==> config.mk <==
export PLATFORM = sky130hd
export DESIGN_NAME = dma_mode_status
export DESIGN_NICKNAME = d
export VERILOG_FILES = /design/src/rtl/dma_regs_pkg.sv /design/src/rtl/dma_mode_reg.sv /design/src/rtl/dma_sect_cnt.sv /design/src/rtl/dma_addr_ctr.sv /design/src/rtl/dma_mode_status.sv
export SDC_FILE = /design/constraint.sdc
export NUM_CORES = 1
export LEC_CHECK = 0
export ABC_AREA = 1
export BUFFER_PORTS_ARGS = -buffer_cell sky130_fd_sc_hd__buf_2
export CAP_MARGIN = 25
export CORE_AREA = 2 2 89 91
export CTS_CLUSTER_SIZE = 24
export DETAILED_ROUTE_END_ITERATION = 6
export DIE_AREA = 0 0 91 93
export HOLD_SLACK_MARGIN = 0.08
export PLACE_DENSITY = 0.75
export RECOVER_POWER = 25
export SETUP_SLACK_MARGIN = 0.05
export SLEW_MARGIN = 20
export SYNTH_ARGS = -nofsm -noshare
export SYNTH_HDL_FRONTEND = slang
export SYNTH_HIERARCHICAL = 1
export SYNTH_SLANG_ARGS = --single-unit
==> constraint.sdc <==
create_clock -name clk_i -period 2.75 [get_ports clk_i]
set_clock_uncertainty 0.2 [all_clocks]
set_input_delay 0.55 -clock clk_i [delete_from_list [all_inputs] [get_ports clk_i]]
set_output_delay 0.55 -clock clk_i [all_outputs]
set_load 0.1 [all_outputs]
==> src/rtl/dma_regs_pkg.sv <==
package dma_regs_pkg;
  localparam int SEL_W    = 3;
  localparam int SEL_WIN  = 0;
  localparam int SEL_MODE = 1;
  localparam int SEL_AHI  = 2;
  localparam int SEL_AMID = 3;
  localparam int SEL_ALO  = 4;

  typedef struct packed {
    logic       to_disk;
    logic       path_hd;
    logic       dma_en;
    logic       cnt_sel;
    logic       reg_set_hd;
    logic [1:0] ctrl_a;
  } mode_t;

  function automatic mode_t decode_mode(input logic [15:0] w);
    mode_t m;
    m.ctrl_a     = w[2:1];
    m.reg_set_hd = w[3];
    m.cnt_sel    = w[4];
    m.dma_en     = w[6];
    m.path_hd    = w[7];
    m.to_disk    = w[8];
    return m;
  endfunction
endpackage

==> src/rtl/dma_mode_reg.sv <==
module dma_mode_reg
  import dma_regs_pkg::*;
(
  input  logic        clk_i,
  input  logic        rst_ni,
  input  logic        we_i,
  input  logic [15:0] wdata_i,
  output mode_t       mode_o,
  output logic        dir_flip_o
);
  mode_t mode_q;
  logic  unused_bits;

  assign unused_bits = ^{wdata_i[15:9], wdata_i[5], wdata_i[0]};

  always_ff @(posedge clk_i or negedge rst_ni) begin
    if (!rst_ni)   mode_q <= '0;
    else if (we_i) mode_q <= decode_mode(wdata_i);
  end

  // direction flip resets the channel
  assign dir_flip_o = we_i & (wdata_i[8] ^ mode_q.to_disk);
  assign mode_o     = mode_q;
endmodule

==> src/rtl/dma_sect_cnt.sv <==
module dma_sect_cnt #(
  parameter int CNT_W = 8,
  parameter int NSETS = 2,
  localparam int SET_W = (NSETS > 1) ? $clog2(NSETS) : 1
) (
  input  logic                        clk_i,
  input  logic                        rst_ni,
  input  logic                        clear_i,
  input  logic                        load_i,
  input  logic [SET_W-1:0]            load_set_i,
  input  logic [CNT_W-1:0]            load_val_i,
  input  logic                        dec_i,
  input  logic [SET_W-1:0]            dec_set_i,
  output logic [NSETS-1:0][CNT_W-1:0] cnt_o
);
  for (genvar g = 0; g < NSETS; g++) begin : g_set
    logic [CNT_W-1:0] cnt_q;
    logic             ld, dc;
    assign ld = load_i && (load_set_i == SET_W'(g));
    assign dc = dec_i && (dec_set_i == SET_W'(g)) && (cnt_q != '0);
    always_ff @(posedge clk_i or negedge rst_ni) begin
      if (!rst_ni)      cnt_q <= '0;
      else if (clear_i) cnt_q <= '0;
      else if (ld)      cnt_q <= load_val_i;
      else if (dc)      cnt_q <= cnt_q - 1'b1;
    end
    assign cnt_o[g] = cnt_q;
  end
endmodule

==> src/rtl/dma_addr_ctr.sv <==
module dma_addr_ctr #(
  parameter int ADDR_W = 24,
  parameter int STEP   = 512,
  localparam int NB    = ADDR_W / 8
) (
  input  logic              clk_i,
  input  logic              rst_ni,
  input  logic [NB-1:0]     byte_we_i,
  input  logic [7:0]        wdata_i,
  input  logic              adv_i,
  output logic [ADDR_W-1:0] addr_o
);
  logic [NB-1:0][7:0] bytes_q;
  logic [ADDR_W-1:0]  nxt;
  logic               adv_ok;

  assign nxt    = bytes_q + ADDR_W'(STEP);
  assign adv_ok = adv_i & ~|byte_we_i;

  for (genvar i = 0; i < NB; i++) begin : g_byte
    logic [7:0] wv;
    if (i == 0) begin : g_lo
      assign wv = {wdata_i[7:1], 1'b0};
    end else begin : g_hi
      assign wv = wdata_i;
    end
    always_ff @(posedge clk_i or negedge rst_ni) begin
      if (!rst_ni)           bytes_q[i] <= '0;
      else if (byte_we_i[i]) bytes_q[i] <= wv;
      else if (adv_ok)       bytes_q[i] <= nxt[i*8 +: 8];
    end
  end

  assign addr_o = bytes_q;
endmodule

==> src/rtl/dma_mode_status.sv <==
module dma_mode_status
  import dma_regs_pkg::*;
#(
  parameter int ADDR_W = 24,
  parameter int CNT_W  = 8,
  parameter int STEP   = 512,
  localparam int NB    = ADDR_W / 8
) (
  input  logic              clk_i,
  input  logic              rst_ni,
  input  logic [SEL_W-1:0]  sel_i,
  input  logic              rd_i,
  input  logic              wr_i,
  input  logic              byte_i,
  input  logic [15:0]       wdata_i,
  output logic [15:0]       rdata_o,
  output logic              bus_err_o,
  input  logic [15:0]       ctrl_rdata_i,
  output logic              ctrl_wr_o,
  output logic [1:0]        ctrl_a_o,
  output logic              reg_set_hd_o,
  output logic              cnt_sel_o,
  output logic              dma_en_o,
  output logic              path_hd_o,
  output logic              to_disk_o,
  output logic [ADDR_W-1:0] dma_addr_o,
  input  logic              err_i,
  input  logic              drq_i,
  input  logic              sector_done_i
);
  mode_t                 mode;
  logic                  dir_flip;
  logic                  mode_hit, win_hit, mode_we;
  logic                  err_q;
  logic [1:0][CNT_W-1:0] cnt_q;
  logic [CNT_W-1:0]      cnt_cur;
  logic [NB-1:0]         addr_we;
  logic [15:0]           status, rmux;

  assign mode_hit  = sel_i == SEL_W'(SEL_MODE);
  assign win_hit   = sel_i == SEL_W'(SEL_WIN);
  assign mode_we   = wr_i & mode_hit & ~byte_i;
  assign bus_err_o = byte_i & (rd_i | wr_i) & mode_hit;
  assign ctrl_wr_o = wr_i & win_hit & ~mode.cnt_sel;

  dma_mode_reg u_mode (
    .clk_i      (clk_i),
    .rst_ni     (rst_ni),
    .we_i       (mode_we),
    .wdata_i    (wdata_i),
    .mode_o     (mode),
    .dir_flip_o (dir_flip)
  );

  dma_sect_cnt #(.CNT_W(CNT_W), .NSETS(2)) u_cnt (
    .clk_i      (clk_i),
    .rst_ni     (rst_ni),
    .clear_i    (dir_flip),
    .load_i     (wr_i & win_hit & mode.cnt_sel),
    .load_set_i (mode.reg_set_hd),
    .load_val_i (wdata_i[CNT_W-1:0]),
    .dec_i      (sector_done_i),
    .dec_set_i  (mode.reg_set_hd),
    .cnt_o      (cnt_q)
  );

  for (genvar i = 0; i < NB; i++) begin : g_awe
    assign addr_we[i] = wr_i && (sel_i == SEL_W'(SEL_ALO - i));
  end

  dma_addr_ctr #(.ADDR_W(ADDR_W), .STEP(STEP)) u_addr (
    .clk_i     (clk_i),
    .rst_ni    (rst_ni),
    .byte_we_i (addr_we),
    .wdata_i   (wdata_i[7:0]),
    .adv_i     (sector_done_i),
    .addr_o    (dma_addr_o)
  );

  // new error wins over a same-cycle reset
  always_ff @(posedge clk_i or negedge rst_ni) begin
    if (!rst_ni)       err_q <= 1'b0;
    else if (err_i)    err_q <= 1'b1;
    else if (dir_flip) err_q <= 1'b0;
  end

  assign cnt_cur = cnt_q[mode.reg_set_hd];
  assign status  = {13'd0, ~drq_i, |cnt_cur, ~err_q};

  always_comb begin
    rmux = '0;
    if (win_hit)       rmux = mode.cnt_sel ? 16'(cnt_cur) : ctrl_rdata_i;
    else if (mode_hit) rmux = byte_i ? 16'd0 : status;
    else begin
      for (int i = 0; i < NB; i++)
        if (sel_i == SEL_W'(SEL_ALO - i)) rmux = {8'd0, dma_addr_o[i*8 +: 8]};
    end
  end

  assign rdata_o      = rd_i ? rmux : 16'd0;
  assign ctrl_a_o     = mode.ctrl_a;
  assign reg_set_hd_o = mode.reg_set_hd;
  assign cnt_sel_o    = mode.cnt_sel;
  assign dma_en_o     = mode.dma_en;
  assign path_hd_o    = mode.path_hd;
  assign to_disk_o    = mode.to_disk;
endmodule

# Word-level counts from Yosys, hierarchy flattened
# Cells that the tools add are included.
totals:
  inputBits: 43
  register_bits: 48
  out_inout_bits: 49
  wordCells: 81
op_classes:
  addsub: 3
  n_eq_ne: 4
  mux: 24
  n_reduce_logical: 21
  magnitude_cmp: 1
  bitwise: 16
op_table:
  columns: ["op", "count"]
  rows:
  - ["$mux W8", 15]
  - ["$mux W16", 6]
  - ["$add A24 B10 Y24 const B", 1]
  - ["$reduce_bool A8 Y1", 2]
  - ["$sub A8 B1 Y8 const B", 2]
  - ["$and A1 B1 Y1", 9]
  - ["$logic_and A1 B1 Y1", 9]
  - ["$reduce_bool A2 Y1", 4]
  - ["$reduce_or A8 Y1", 1]
  - ["$eq A3 B2 Y1 const B", 2]
  - ["$reduce_bool A3 Y1", 2]
  - ["$not A1 Y1", 5]
  - ["$eq A3 B1 Y1 const B", 1]
  - ["$eq A3 B3 Y1 const B", 1]
  - ["$logic_not A3 Y1", 1]
  - ["$mux W3", 1]
  - ["$reduce_or A3 Y1", 1]
  - ["$lt A1 B2 Y1 const B", 1]
  - ["$mux W1", 2]
  - ["$logic_not A1 Y1", 1]
  - ["$or A1 B1 Y1", 1]
  - ["$xor A1 B1 Y1", 1]

# Longest topological paths before layout
depth:
  ltp_word: 7
  mapped_depth: 12

# Modules after synthesis
# The synthesis kept the hierarchy.
by_module_without_submodules:
  columns: ["mod", "cells_each", "instances", "area_each_um2", "seq_area_each_um2"]
  rows:
  - ["dma_addr_ctr", 198, 1, 1437.6, 575.6]
  - ["dma_sect_cnt", 175, 1, 1187.4, 400.4]
  - ["dma_mode_status", 171, 1, 760.7, 25.0]
  - ["dma_mode_reg", 33, 1, 294.0, 175.2]

# Least setup slack after synthesis
# Ideal clock, no wire load.
synth_path:
  path_kind: "register to output"
  from: "reg u_mode.mode_q (netlist bit u_mode/mode_o[2])"
  to: "out rdata_o[0]"
  required_ns: 2.000
  slack_ns: -1.161
  arrival_time_ns: 3.161
  path_stages_with_launch: 6
  cell_sequence: "dfrtp_1 -> buf_2 -> o21ai_0 -> o21ai_0 -> nand2_1 -> a21oi_1"
synth_via:
  elab_chain_cells: 5
synth_lines:
  columns: ["item", "line", "rtl"]
  rows:
  - ["start, declared", "dma_mode_reg.sv:11", "mode_t mode_q;"]
  - ["start signal, assigned", "dma_mode_reg.sv:18", "else if (we_i) mode_q <= decode_mode(wdata_i);"]
  - ["$mux W8 (not written as such) (2 in series)", "dma_mode_status.sv:87", "assign cnt_cur = cnt_q[mode.reg_set_hd];"]
  - ["$mux W16 (2 in series)", "dma_mode_status.sv:92", "if (win_hit) rmux = mode.cnt_sel ? 16'(cnt_cur) : ctrl_rdata_i;"]
  - ["$mux W16", "dma_mode_status.sv:100", "assign rdata_o = rd_i ? rmux : 16'd0;"]
  - ["end, declared", "dma_mode_status.sv:16", "output logic [15:0] rdata_o,"]
# Every way passes these cells. The select of a mux whose other input is x is not followed.

# Final worst setup path
layout_path:
  from: "reg u_mode.mode_q (netlist bit u_mode/mode_o[2])"
  to: "out rdata_o[1]"
layout_via:
  elab_chain_cells: 7
  elab_cells_between_ends: 8
layout_lines:
  columns: ["item", "line", "rtl"]
  rows:
  - ["$mux W8 (not written as such) * (2 in series)", "dma_mode_status.sv:87", null]
  - ["$reduce_or A8 Y1", "dma_mode_status.sv:88", "assign status = {13'd0, ~drq_i, |cnt_cur, ~err_q};"]
  - ["$mux W3", "dma_mode_status.sv:93", "else if (mode_hit) rmux = byte_i ? 16'd0 : status;"]
  - ["$mux W16", "dma_mode_status.sv:93", null]
  - ["$mux W16 *", "dma_mode_status.sv:92", null]
  - ["$mux W16 *", "dma_mode_status.sv:100", null]
# Mark *: on every way between the ends. The rest lies on a longest branch, timed or not. The select of a mux whose other input is x is not followed.

==> results.py <==
metrics = {
    "run": {
        "max_cap_viols": 0,
    },
    "timing": {
        "post-route-period-util_pct": 94.5,
        "timing.max_slew.rel_slack_pct": 23.3,
        "actual_slew_at_the_worst_max_slew_pin_ps": 1150,
        "grt_setup_unrepaired": "no",
        "clock.fmax_ghz": 0.385,
        "worst_hold_margin_ps": 238,
        "finalWorstSetupSlack_ps": 151,
        "timing.final.max_slew_violations": 0,
        "report.final.setup_viol": 0,
        "final-hold-violation-count": 0,
        "setup-tns-final_ps": 0,
        "post-route-min-period_ps": 2600,
    },
    "routing": {
        "detail_route.wl_per_cell_um": 14.9,
        "routed_vias_inst": 5.28,
        "vias_after_detailed_routing": 4079,
        "finalWirelength_um": 11500,
        "drtIter0Drc": 295,
        "detail_route.drc_violations": 0,
        "final_antenna_net_count": 0,
        "drtPass1Iterations": 6,
    },
    "global_routing": {
        "largest_net_degree_at_the_start_of_global_routing": 22,
        "grt_overflow_total": 0,
        "grt_pass1_wl_um": 18700,
        "grt_pass1_vias": 3764,
        "antenna_found_initial": 0,
        "grt_use_total_pct": 27.6,
    },
    "placement": {
        "dp_worst_setup_slack_ps": 191,
        "place_area_um2": 4590,
        "place_congestion": 0.964,
        "port_buffers": 83,
        "detailed_place_hpwl_um": 8760,
    },
    "clock_network": {
        "root_buffer": "clkbuf_8",
        "htree_levels": 2,
        "cts-root-to-sink-buffers": 2,
        "tritoncts.num_buffers": 5,
        "path_clk_slew_ps": 90,
        "numClockSinks": 47,
        "cts_tree": "yes",
        "worst_skew_pair.late_latency_ps": 310,
    },
    "final_layout": {
        "area_of_all_placed_cells_without_fillers_um2": 4700,
        "post_route_cells_drive_above_1_share_pct": 24.0,
        "final_cell_mix": "nand2_1, inv_1, buf_2, nand3_1, dfrtp_1",
        "antenna_cells": 0,
        "syn2layout_area_growth_pct": 27.7,
        "leading_cell_type_in_the_layout_fill_and_taps_excluded": "nand2_1",
        "nNetsFinal": 718,
    },
    "critical_path": {
        "critPathTopFamily": "flip-flops",
        "slowest_delay_ps": 480,
        "endpoint_kind": "primary output",
        "rr_startpoint": "u_mode/mode_o[3]",
        "cp_data_arrival_time_ps": 1850,
        "crit_fanout": 9,
        "reg2reg_depth": 8,
        "rr_endpoint": "u_cnt/g_set[0].cnt_q[6]",
        "path_class": "reg -> out",
        "r2r_setup_slack_ps": 410,
        "required_ps": 2000,
        "critPathLaunchType": "register",
        "worstPathBufferInverterCount": 2,
        "cell_chain_of_the_critical_path": "buf_4, o21ai_0, nand2_1, nor2_1, nand2_1, nand2_1, a21oi_4, buf_12",
        "timing.critical_path.mode_cell": "nand2_1",
        "crit_path_top_delay_cell": "dfrtp_2",
    },
    "status": {
        "run_status": "finished, final reports clean",
    },
    "power": {
        "max-vdd-ir-drop_mv": 1.11,
        "power_per_standard_cell_area_nw_per_um2": 904,
        "post-layout-total-power_mw": 4.25,
        "leakage_nw": 2.37,
    },
    "logic_synthesis": {
        "synth.net_count": 625,
        "synth_cell_types": 38,
        "mappedNetlistArea_um2": 3680,
        "synth-edff-count": 0,
        "synthesis.yosys.warnings": 6,
        "share_of_synthesized_area_occupied_by_flip_flops_and_latches_pct": 32.0,
        "synth_ff_type": "dfrtp_1",
        "postSynth.asyncResetShare_pct": 100,
        "syn-mean-instance-area_um2": 6.38,
        "postSynthRegisterBits": 47,
        "postSynthCellCount": 577,
    },
    "floorplan": {
        "die_y_um": 93,
        "initial_core_util_pct": 48.9,
        "chipWidth_um": 91,
        "core.rowCount": 32,
        "num_io_pins": 92,
        "core_region_area_um2": 7530,
        "dieArea_um2": 8460,
    },
    "worst_hold_path": {
        "min_delay_worst_endpoint": "err_q",
        "timing.hold.worst.class": "in -> reg",
        "hold_depth": 2,
        "min_from": "err_i",
    },
}
-- sequential cells by signal, summed over array words and instances (netlist names) --
name / count
err_q: 1
u_addr/addr_o: 23
u_cnt/g_set.cnt_q: 16
u_mode/mode_o: 7
-- cell usage after synthesis (2+ instances only) --
master | instances | area (µm²)
a21oi_1 | 14 | 70.1
buf_2 | 3 | 15.0
buf_4 | 3 | 22.5
buf_6 | 4 | 45.0
clkbuf_1 | 2 | 7.51
dfrtp_1 | 47 | 1180
ha_1 | 5 | 62.6
inv_1 | 79 | 297
inv_2 | 7 | 26.3
nand2_1 | 197 | 739
nand2_2 | 5 | 31.3
nand3_1 | 50 | 250
nand3_2 | 7 | 70.1
nand4_1 | 13 | 81.3
nor2_1 | 51 | 191
nor2_2 | 6 | 37.5
nor2_4 | 5 | 56.3
nor3_1 | 3 | 15.0
o21ai_0 | 34 | 170
o21ai_1 | 9 | 45.0
o21bai_1 | 4 | 30.0
o22ai_1 | 9 | 56.3
or2_0 | 2 | 12.5
or2_2 | 2 | 12.5
xor2_1 | 3 | 26.3
-- worst max path at each step --
stage / from / to / slack, ps / cells after the start
after floorplan: u_mode/mode_o[3] / rdata_o[0] / 50 / 5
after global placement: sel_i[2] / u_addr/addr_o[13] / 210 / 9
after detailed placement: sel_i[2] / u_addr/addr_o[12] / 190 / 9
after CTS: u_mode/mode_o[2] / rdata_o[7] / 120 / 7
after global routing: wr_i / u_addr/addr_o[13] / 40 / 10
final: u_mode/mode_o[2] / rdata_o[1] / 150 / 8
-- power by group --
part,leakage (nW),switching (mW),internal (mW)
Combinational,1.75,1.93,0.650
Clock,0.0373,0.243,0.175
Sequential,0.582,0.337,0.915
-- stage by stage --
step / utilization (%) / cells
after floorplan: - / 577
final: 62.5 / 772
after CTS: 62.1 / 768
after global routing: 62.5 / 772
after global placement: 60.9 / 760
after detailed placement: 60.9 / 760
-- repair_timing --
action	4_1_cts	5_1_grt
buffers inserted	0	4
hold endpoints to repair	19	0
resized for setup	0	1
hold buffers	1	0
setup endpoints to repair	0	10
-- kinds of logic (layout without fill, tap and decap cells) --
logic type | Yosys count | count (layout) | share of synthesized area, %
AO/OA/AOI/OAI | 74 | 74 | 11.2
XOR/XNOR | 3 | 3 | 0.714
adder cells (fa/ha/maj) | 5 | 5 | 1.70
buffers and inverters | 102 | 195 | 12.3
flip-flops | 47 | 47 | 32.0
other | 1 | 1 | 0.102
AND/OR/NAND/NOR | 345 | 345 | 42.1
-- final cells by class --
| cell class | instances | area, µm² |
|---|---|---|
| Inverter | 89 | 344 |
| Timing Repair Buffer | 99 | 769 |
| Tap cell | 102 | 128 |
| Fill cell | 753 | 2830 |
| Multi-Input combinational cell | 428 | 2200 |
| Clock inverter | 1 | 7.51 |
| Sequential cell | 47 | 1180 |
| Clock buffer | 6 | 72.6 |
-- routing by layer --
metal	track usage [%]	part of all wire, %	wire [µm]
met5	0	0	0
met4	8.84	2.4	282
met3	3.55	7.5	869
met2	44.8	46	5280
met1	38.6	44	5090
Note: power is estimated with default switching activity, not from simulation.
